$ cat src/rtl/csd_pkg.sv
package csd_pkg;
  localparam int RGN_UPPER   = 0;
  localparam int RGN_LOWER   = 1;
  localparam int RGN_GEN0    = 2;
  localparam int STOP_IO_BIT = 0;
  localparam int STOP_EN_BIT = 1;

  // half-open window test; an end of zero means "past the top block"
  function automatic logic in_window(input int unsigned blk, input int unsigned lo,
                                     input int unsigned hi, input int unsigned span);
    int unsigned top;
    top = (hi == 0) ? span : hi;
    return (blk >= lo) && (blk < top);
  endfunction
endpackage

$ cat src/rtl/csd_regs.sv
module csd_regs import csd_pkg::*; #(
  parameter int NREG = 10,
  parameter int NUM_GEN = 8,
  parameter int REG_W = 16,
  parameter int BLK_W = 10,
  parameter int WAIT_W = 4,
  parameter int ADR_W = 5,
  parameter int UCS_RST_WAIT = 3
) (
  input  logic                         clk,
  input  logic                         rst,
  input  logic                         wr_en,
  input  logic [ADR_W-1:0]             wr_addr,
  input  logic [REG_W-1:0]             wr_data,
  output logic [NREG-1:0][BLK_W-1:0]   base_q,
  output logic [NREG-1:0][BLK_W-1:0]   end_q,
  output logic [NREG-1:0][WAIT_W-1:0]  wait_q,
  output logic [NREG-1:0]              ign_q,
  output logic [NREG-1:0]              en_q,
  output logic [NREG-1:0]              io_q,
  output logic [NUM_GEN-1:0]           pin_en_q,
  output logic [NUM_GEN-1:0]           port_latch_q
);
  localparam int PIN_EN_ADR  = 2 * NREG;
  localparam int PIN_LAT_ADR = 2 * NREG + 1;
  localparam int IGN_BIT     = WAIT_W;

  logic wr_data_unused;
  assign wr_data_unused = ^wr_data;

  always_ff @(posedge clk) begin
    if (rst) begin
      for (int r = 0; r < NREG; r++) begin
        base_q[r] <= (r == RGN_UPPER) ? '1 : '0;
        end_q[r]  <= '0;
        wait_q[r] <= (r == RGN_UPPER) ? WAIT_W'(UCS_RST_WAIT) : '0;
        ign_q[r]  <= 1'b0;
        en_q[r]   <= (r == RGN_UPPER);
        io_q[r]   <= 1'b0;
      end
      pin_en_q     <= '0;
      port_latch_q <= '1;
    end else if (wr_en) begin
      for (int r = 0; r < NREG; r++) begin
        if (wr_addr == ADR_W'(2 * r)) begin
          base_q[r] <= wr_data[REG_W-1 -: BLK_W];
          ign_q[r]  <= wr_data[IGN_BIT];
          wait_q[r] <= wr_data[WAIT_W-1:0];
        end
        if (wr_addr == ADR_W'(2 * r + 1)) begin
          end_q[r] <= wr_data[REG_W-1 -: BLK_W];
          en_q[r]  <= wr_data[STOP_EN_BIT];
          io_q[r]  <= wr_data[STOP_IO_BIT];
        end
      end
      if (wr_addr == ADR_W'(PIN_EN_ADR))  pin_en_q     <= wr_data[NUM_GEN-1:0];
      if (wr_addr == ADR_W'(PIN_LAT_ADR)) port_latch_q <= wr_data[NUM_GEN-1:0];
    end
  end
endmodule

$ cat src/rtl/csd_match.sv
module csd_match import csd_pkg::*; #(
  parameter int NREG = 10,
  parameter int BLK_W = 10
) (
  input  logic [BLK_W-1:0]             addr_blk,
  input  logic                         is_io,
  input  logic [NREG-1:0][BLK_W-1:0]   base_q,
  input  logic [NREG-1:0][BLK_W-1:0]   end_q,
  input  logic [NREG-1:0]              en_q,
  input  logic [NREG-1:0]              io_q,
  output logic [NREG-1:0]              hit
);
  localparam int unsigned SPAN = 1 << BLK_W;

  logic fixed_space_unused;
  assign fixed_space_unused = ^io_q[RGN_GEN0-1:0];

  for (genvar r = 0; r < NREG; r++) begin : g_cmp
    logic space_ok;
    if (r < RGN_GEN0) begin : g_mem_only
      assign space_ok = !is_io;
    end else begin : g_prog_space
      assign space_ok = (is_io == io_q[r]);
    end
    assign hit[r] = en_q[r] && space_ok &&
                    in_window(32'(addr_blk), 32'(base_q[r]), 32'(end_q[r]), SPAN);
  end
endmodule

$ cat src/rtl/csd_prio.sv
module csd_prio #(
  parameter int N = 10,
  localparam int IDX_W = $clog2(N)
) (
  input  logic [N-1:0]     req,
  output logic [N-1:0]     grant,
  output logic [IDX_W-1:0] idx,
  output logic             any
);
  always_comb begin
    idx = '0;
    any = 1'b0;
    for (int i = N - 1; i >= 0; i--) begin
      if (req[i]) begin
        idx = IDX_W'(i);
        any = 1'b1;
      end
    end
  end

  for (genvar k = 0; k < N; k++) begin : g_grant
    assign grant[k] = any && (idx == IDX_W'(k));
  end
endmodule

$ cat src/rtl/csd_wait.sv
module csd_wait #(
  parameter int WAIT_W = 4
) (
  input  logic              clk,
  input  logic              rst,
  input  logic              addr_vld,
  input  logic              win_ign,
  input  logic [WAIT_W-1:0] win_wait,
  input  logic              ext_ready,
  output logic              ready_out
);
  logic              vld_q;
  logic [WAIT_W-1:0] cnt_q;
  logic [WAIT_W-1:0] left;
  logic              cycle_start;

  function automatic logic [WAIT_W-1:0] step_down(input logic [WAIT_W-1:0] v);
    return (v == '0) ? '0 : v - WAIT_W'(1);
  endfunction

  assign cycle_start = addr_vld && !vld_q;
  assign left        = cycle_start ? win_wait : cnt_q;
  assign ready_out   = (addr_vld && win_ign) ? (left == '0) : ext_ready;

  always_ff @(posedge clk) begin
    if (rst) begin
      vld_q <= 1'b0;
      cnt_q <= '0;
    end else begin
      vld_q <= addr_vld;
      cnt_q <= addr_vld ? step_down(left) : '0;
    end
  end
endmodule

$ cat src/rtl/csd_decoder.sv
module csd_decoder import csd_pkg::*; #(
  parameter int ADDR_W = 20,
  parameter int GRAN_W = 10,
  parameter int NUM_GEN = 8,
  parameter int WAIT_W = 4,
  parameter int UCS_RST_WAIT = 3,
  localparam int BLK_W = ADDR_W - GRAN_W,
  localparam int NREG = NUM_GEN + 2,
  localparam int REG_W = BLK_W + WAIT_W + 2,
  localparam int ADR_W = $clog2(2 * NREG + 2)
) (
  input  logic               clk,
  input  logic               rst,
  input  logic               wr_en,
  input  logic [ADR_W-1:0]   wr_addr,
  input  logic [REG_W-1:0]   wr_data,
  input  logic               addr_vld,
  input  logic [ADDR_W-1:0]  addr,
  input  logic               is_io,
  input  logic               ext_ready,
  output logic               ucs_n,
  output logic               lcs_n,
  output logic [NUM_GEN-1:0] gcs_n,
  output logic               ready_out
);
  localparam int IDX_W = $clog2(NREG);

  logic [NREG-1:0][BLK_W-1:0]  base_q, end_q;
  logic [NREG-1:0][WAIT_W-1:0] wait_q;
  logic [NREG-1:0]             ign_q, en_q, io_q;
  logic [NUM_GEN-1:0]          pin_en_q, port_latch_q;
  logic [NREG-1:0]             hit, sel;
  logic [IDX_W-1:0]            win_idx;
  logic                        win_any, win_ign;
  logic [WAIT_W-1:0]           win_wait;
  logic                        addr_low_unused;

  assign addr_low_unused = ^addr[GRAN_W-1:0];

  csd_regs #(.NREG(NREG), .NUM_GEN(NUM_GEN), .REG_W(REG_W), .BLK_W(BLK_W),
             .WAIT_W(WAIT_W), .ADR_W(ADR_W), .UCS_RST_WAIT(UCS_RST_WAIT)) u_regs (
    .clk(clk), .rst(rst), .wr_en(wr_en), .wr_addr(wr_addr), .wr_data(wr_data),
    .base_q(base_q), .end_q(end_q), .wait_q(wait_q), .ign_q(ign_q),
    .en_q(en_q), .io_q(io_q), .pin_en_q(pin_en_q), .port_latch_q(port_latch_q)
  );

  csd_match #(.NREG(NREG), .BLK_W(BLK_W)) u_match (
    .addr_blk(addr[ADDR_W-1 -: BLK_W]), .is_io(is_io), .base_q(base_q),
    .end_q(end_q), .en_q(en_q), .io_q(io_q), .hit(hit)
  );

  csd_prio #(.N(NREG)) u_prio (
    .req(hit & {NREG{addr_vld}}), .grant(sel), .idx(win_idx), .any(win_any)
  );

  assign win_ign  = win_any && ign_q[win_idx];
  assign win_wait = wait_q[win_idx];

  csd_wait #(.WAIT_W(WAIT_W)) u_wait (
    .clk(clk), .rst(rst), .addr_vld(addr_vld), .win_ign(win_ign),
    .win_wait(win_wait), .ext_ready(ext_ready), .ready_out(ready_out)
  );

  assign ucs_n = ~sel[RGN_UPPER];
  assign lcs_n = ~sel[RGN_LOWER];

  for (genvar g = 0; g < NUM_GEN; g++) begin : g_pin
    assign gcs_n[g] = pin_en_q[g] ? ~sel[RGN_GEN0 + g] : port_latch_q[g];
  end
endmodule

$ cat config.mk
export PLATFORM = sky130hd
export DESIGN_NAME = csd_decoder
export DESIGN_NICKNAME = d
export VERILOG_FILES = /design/src/rtl/csd_pkg.sv /design/src/rtl/csd_regs.sv /design/src/rtl/csd_match.sv /design/src/rtl/csd_prio.sv /design/src/rtl/csd_wait.sv /design/src/rtl/csd_decoder.sv
export SDC_FILE = /design/constraint.sdc
export NUM_CORES = 1
export LEC_CHECK = 0
export BUFFER_PORTS_ARGS = -buffer_cell sky130_fd_sc_hd__buf_2
export CORE_ASPECT_RATIO = 1.25
export CORE_UTILIZATION = 45
export DETAILED_ROUTE_END_ITERATION = 10
export SYNTH_ARGS = -nofsm -noshare
export SYNTH_HDL_FRONTEND = slang
export SYNTH_SLANG_ARGS = --single-unit
$ cat constraint.sdc
create_clock -name clk -period 6.4 [get_ports clk]
set_input_delay 1.28 -clock clk [delete_from_list [all_inputs] [get_ports clk]]
set_output_delay 1.28 -clock clk [all_outputs]
set_load 0.02 [all_outputs]
* Word level (Yosys, flattened, before mapping)
Index checks and enable logic that the tools add are counted.
** Storage, ports and cells
- Memory bits (writable) :: 0
- ROM bits :: 0
- Latch bits :: 0
- Memories kept :: 0
- Output and inout bits :: 11
- Bits in registers :: 289
- Word-level logic and storage cells :: 259
- Bits of input ports :: 47
** Cells by class
- Div/mod/pow operators :: 0
- Multiplexer cells :: 44
- Reductions and logical operators :: 81
- Shift-type cells :: 0
- Add/subtract/negate cells :: 1
- Magnitude comparators :: 21
- Bitwise operators :: 12
- $mul :: 0
- Eq/ne operators :: 38
** Operators with widths (number)
- $lt 10x32->1 :: 10
- $mux 11 :: 10
- $ge 10x10->1 :: 10
- $logic_not 10->1 :: 10
- $mux 4 :: 12
- $reduce_and 2->1 :: 22
- $logic_and 1x1->1 :: 43
- $eq 5x4->1 const B :: 8
- $eq 5x5->1 const B :: 6
- $eq 5x3->1 const B :: 4
- $mux 1 :: 20
- $bmux 4 s4 :: 1
- $eq 4x3->1 const B :: 4
- $not 1->1 :: 11
- $and 10x10->10 :: 1
- $eq 5x2->1 const B :: 2
- $eq 1x1->1 :: 8
- $eq 4x2->1 const B :: 2
- $eq 4x4->1 const B :: 2
- $logic_not 4->1 :: 2
- $eq 5x1->1 const B :: 1
- $logic_not 5->1 :: 1
- $lt 4x5->1 const B :: 1
- $bmux 1 s4 :: 1
- other kinds (4) :: 5

* Logic depth before layout (Yosys ltp)
- Depth in word-level cells :: 21
- Mapped depth :: 20
- Gate-level depth less buffers :: 17

* Hierarchy
From an unflattened synthesis, not the netlist that was laid out.
** Unflattened totals
- Cells, all modules :: 1805
- Area total of the unflattened synthesis :: 17371.7 um2
** Modules (own cells, without submodules)
- csd_regs :: area each 11243.3 um2, instances 1, cells each 1008, seq. area each 5725.5 um2
- csd_match :: area each 4962.3 um2, instances 1, cells each 660, seq. area each 0.0 um2
- csd_decoder :: area each 635.6 um2, instances 1, cells each 69, seq. area each 0.0 um2
- csd_wait :: area each 310.3 um2, instances 1, cells each 33, seq. area each 100.1 um2
- csd_prio :: area each 220.2 um2, instances 1, cells each 35, seq. area each 0.0 um2

* Least setup slack after synthesis
Ideal clock, no wire load.
- Kind :: input port to output port
- From :: in addr[10]
- To :: out ready_out
- Data arrival time :: 4867 ps
- Stages on the path :: 20
- Path slack :: 253 ps
- Buffers on the path :: 3
- Data required time :: 5120 ps
- Cell sequence :: buf_2 > inv_1 > ha_1 > nand2b_1 > a31oi_1 > o21ai_0 > a31oi_1 > o31ai_2 > a21boi_4 > buf_6 > nor2_2 > buf_2 > mux2i_1 > mux2i_1 > o32a_1 > o211ai_1 > ha_1 > inv_1 > a2111oi_4 > mux2_1
** Between the ends
- Word-level cells in the longest chain between the ends :: 19
- Elaborated cells between the ends (all ways) :: 70
- Those cells by class :: 20 x order compare; 26 x mux; 1 x bitwise; 23 x reduce/logical
** RTL lines
- start, declared :: line csd_decoder.sv:18 : input logic [ADDR_W-1:0] addr,
- $lt 10x32->1 / $ge 10x10->1 (equally long branches) :: line csd_pkg.sv:13 : return (blk >= lo) && (blk < top);
- $logic_and 1x1->1 :: line csd_pkg.sv:13
- $logic_and 1x1->1 :: line csd_match.sv:25 : assign hit[r] = en_q[r] && space_ok &&
- $and 10x10->10 * :: line csd_decoder.sv:53 : .req(hit & {NREG{addr_vld}}), .grant(sel), .idx(win_idx), .any(win_any)
- $mux 4 (10 in series) :: line csd_prio.sv:14 : if (req[i]) begin
- $bmux 4 s4 / $bmux 1 s4 (equally long branches) :: line csd_decoder.sv:57, csd_decoder.sv:56
- $mux 4 (implied by the code) / $mux 1 (equally long branches) :: line csd_decoder.sv:57, csd_decoder.sv:56
- $mux 4 / $logic_and 1x1->1 (equally long branches) :: line csd_wait.sv:22, csd_decoder.sv:56
- $logic_not 4->1 / $logic_and 1x1->1 (equally long branches) :: line csd_wait.sv:23 : assign ready_out = (addr_vld && win_ign) ? (left == '0) : ext_ready;
- $mux 1 * :: line csd_wait.sv:23
- end, declared :: line csd_decoder.sv:24 : output logic ready_out
Every way passes the cells marked *; elsewhere a longest branch is shown, timed or not. The select of a mux whose other input is x is not followed.

* Worst setup path in the final report
- From :: in addr[16]
- To :: out ready_out
Same word-level chain as after synthesis.

==> reports/results.txt <==
cell chain of the critical path: buf_4 > buf_4 > ha_1 > a21oi_1 > nor2_1 > a211oi_2 > o21ai_2 > a211o_4 > a21o_1 > a211oi_4 > buf_6 > mux2i_2 > o32a_1 > o211ai_1 > ha_2 > inv_2 > a2111oi_4 > mux2_4 > buf_6
H-tree depth: 2
vias per std cell: 5.48
routed vias: 14800
worst hold slack: 0.452 ns
vias in the first global route: 14300
Crit. End Element: output port
CP max-delay cell: a211o_4
share of layout cells above drive strength 1: 14.6%
f_max: 159 MHz
Worst-Margin Slew: 1.24 ns
Post-synth EDFFs: 0
First DRT Iteration DRCs: 1065
Tmin final: 6.29 ns
Post-Syn Area per Cell: 7.84 um2
core area: 35600 um2
Worst Path Buf+Inv: 5
Pre-Repair DR Iteration Count: 5
final cycle utilization of the critical path: 98.3%
RePlAce Congestion: 0.920
Initial Utilization: 45.9%
Cell Pwr Density: 220 nW/um2
number of buffers created by CTS: 34
GRT overflow: 0
Clk Latency, worst-skew pair: 0.52 ns
asr flop ratio synth: 0%
status: finished clean
DRC: 0
VDD IR max: 0.179 mV
Fin Clk Skew: 0.0105 ns
# diodes: 0
Synth cell types: 74
CTS Root Cell: clkbuf_16
Worst Path Arrival: 5.01 ns
commonest non-fill, non-tap cell in the layout: nand2_1
relative slew slack: 16.8%
I/O Buffers: 47
main flop type after synthesis: dfxtp_1
die area: 37200 um2
# nets final: 2445
Net Count, Synth: 2328
num rows: 77
DP Wirelength: 33700 um
worst-path fanout max: 7
type of the worst setup path: input port to output port
largest net degree at the start of global routing: 134
DR WL/cell: 18.8 um
final wirelength: 51000 um
final hold violations: 0
most frequent cells in the layout: nand2_1, dfxtp_1, a21oi_1
Die H: 215 um
Syn Inst Count: 2089
io pins: 58
clk sinks: 289
Area Growth Syn to Fin: 20.0%
#FFs+latches synth: 289
Syn. warnings: 0
CTS Buffer Depth: 3
All-Layer GR Usage: 27.2%
die width: 173 um
Mapped Area: 16400 um2
CP top delay family: compound AO/OA/AOI/OAI gates
Req. time, crit path: 5.12 ns
initial antenna violation count: 0
met3 usage: 3.24%
GR Util met1: 34.5%
Max Slew Vio Count: 0
sequential area share after synthesis: 35.3%
fin util: 55.1%
post-route ant nets: 0
CTS clock-pin slew for the worst setup and hold paths: 0.06 ns
CP peak stage delay: 0.38 ns
P_leak: 0.00749 uW
CP startpoint kind: input port
Worst Hold Class: flop to flop
Max Cap Viol: 0
TritonCTS clock tree: yes
first-pass GRT wire length: 79300 um
GRT met2 Usage: 47.1%
final setup violating endpoints: 0
Most Used Layer, Global Route: met2
layer usage:
layer	vias up	part of all wire, %	wire length (um)
met3	111	5.4	2760
li1	7311	-	-
met2	398	48	24400
met1	7001	43	21900
met4	0	3.8	1960
met5	-	0	0
cell families after synthesis:
family	after synthesis	synth area share, %
simple gates	766	19.9
compound gates	445	17.2
buf+inv	302	7.07
flops	289	35.3
fa+ha+maj	192	14.7
mux	87	5.35
xor+xnor	8	0.428
state kept, by name (all words and copies together) (netlist names):
signal / count
u_regs.base_q: 100
u_regs.wait_q: 40
u_regs.io_q: 8
u_regs.port_latch_q: 8
u_regs.en_q: 10
u_regs.ign_q: 10
u_regs.pin_en_q: 8
u_regs.end_q: 100
u_wait.vld_q: 1
u_wait.cnt_q: 4
final timing paths:
check	startpoint	endpoint	slack, ns	cells past startpoint
max reg2reg	u_regs.end_q[82]$_SDFFE_PP0P_	u_wait.cnt_q[3]$_SDFF_PP0_	2.36	17
max	addr[16]	ready_out	0.11	19
min reg2reg	u_regs.base_q[11]$_SDFFE_PP0P_	u_regs.base_q[11]$_SDFFE_PP0P_	0.45	2
min	u_regs.base_q[11]$_SDFFE_PP0P_	u_regs.base_q[11]$_SDFFE_PP0P_	0.45	2
report_power, final:
part / leakage [uW] / internal (uW) / switching, uW / total [uW]
registers: 0.00233 / 1820 / 9.63 / 1820
clock network: 0.000578 / 1260 / 782 / 2040
logic: 0.00458 / 174 / 284 / 458
total: 0.00749 / 3250 / 1080 / 4320
tightest hold or removal path, cell delays in order, from the launching register on:
cell and delay (ns):
dfxtp_1 0.31, nand2_1 0.05, a21oi_1 0.05
timing repair:
action,4_1_cts,5_1_grt
setup endpoints to repair,1,1
buffers inserted,1,23
pin swaps,5,40
resized for setup,30,81
hold buffers,0,0
cell type report:
| class | count | area [um2] |
|---|---|---|
| Clock buffer | 50 | 1010 |
| Inverter | 198 | 749 |
| Clock inverter | 11 | 161 |
| Multi-Input combinational cell | 1498 | 9840 |
| Timing Repair Buffer | 185 | 1500 |
| Sequential cell | 289 | 5790 |
| Tap cell | 474 | 593 |
| Fill cell | 3373 | 16000 |
synth_stat cells (14+ instances only):
| master | instances | share of area (%) |
|---|---|---|
| nand2_1 | 484 | 11 |
| dfxtp_1 | 289 | 35 |
| a21oi_1 | 251 | 7.7 |
| inv_1 | 196 | 4.5 |
| ha_1 | 192 | 15 |
| nor2_1 | 121 | 2.8 |
| clkbuf_1 | 92 | 2.1 |
| mux2i_1 | 83 | 5.1 |
| nand3_1 | 32 | 0.98 |
| o21ai_0 | 31 | 0.95 |
| nor2b_1 | 27 | 1.0 |
| nor4_1 | 22 | 0.84 |
| o21a_1 | 20 | 0.92 |
| a211o_1 | 17 | 0.91 |
| a31oi_1 | 15 | 0.57 |
| a211oi_1 | 14 | 0.64 |
| nand2b_1 | 14 | 0.53 |
| nand3b_1 | 14 | 0.64 |
metrics by stage:
stage	area (um2)	instances	setup TNS [ns]	setup WS (ns)	total power, uW
4_1_cts	19100	2684	0	0.00270	4320
6_report	19600	2705	0	0.106	4320
2_1_floorplan	16400	2089	0	0.253	2100
3_3_place_gp	17800	2622	-0.104	-0.104	2270
3_5_place_dp	17800	2622	-0.148	-0.148	2280
5_1_grt	19600	2705	-0.0674	-0.0674	4480
(Power assumes the default switching activity.)
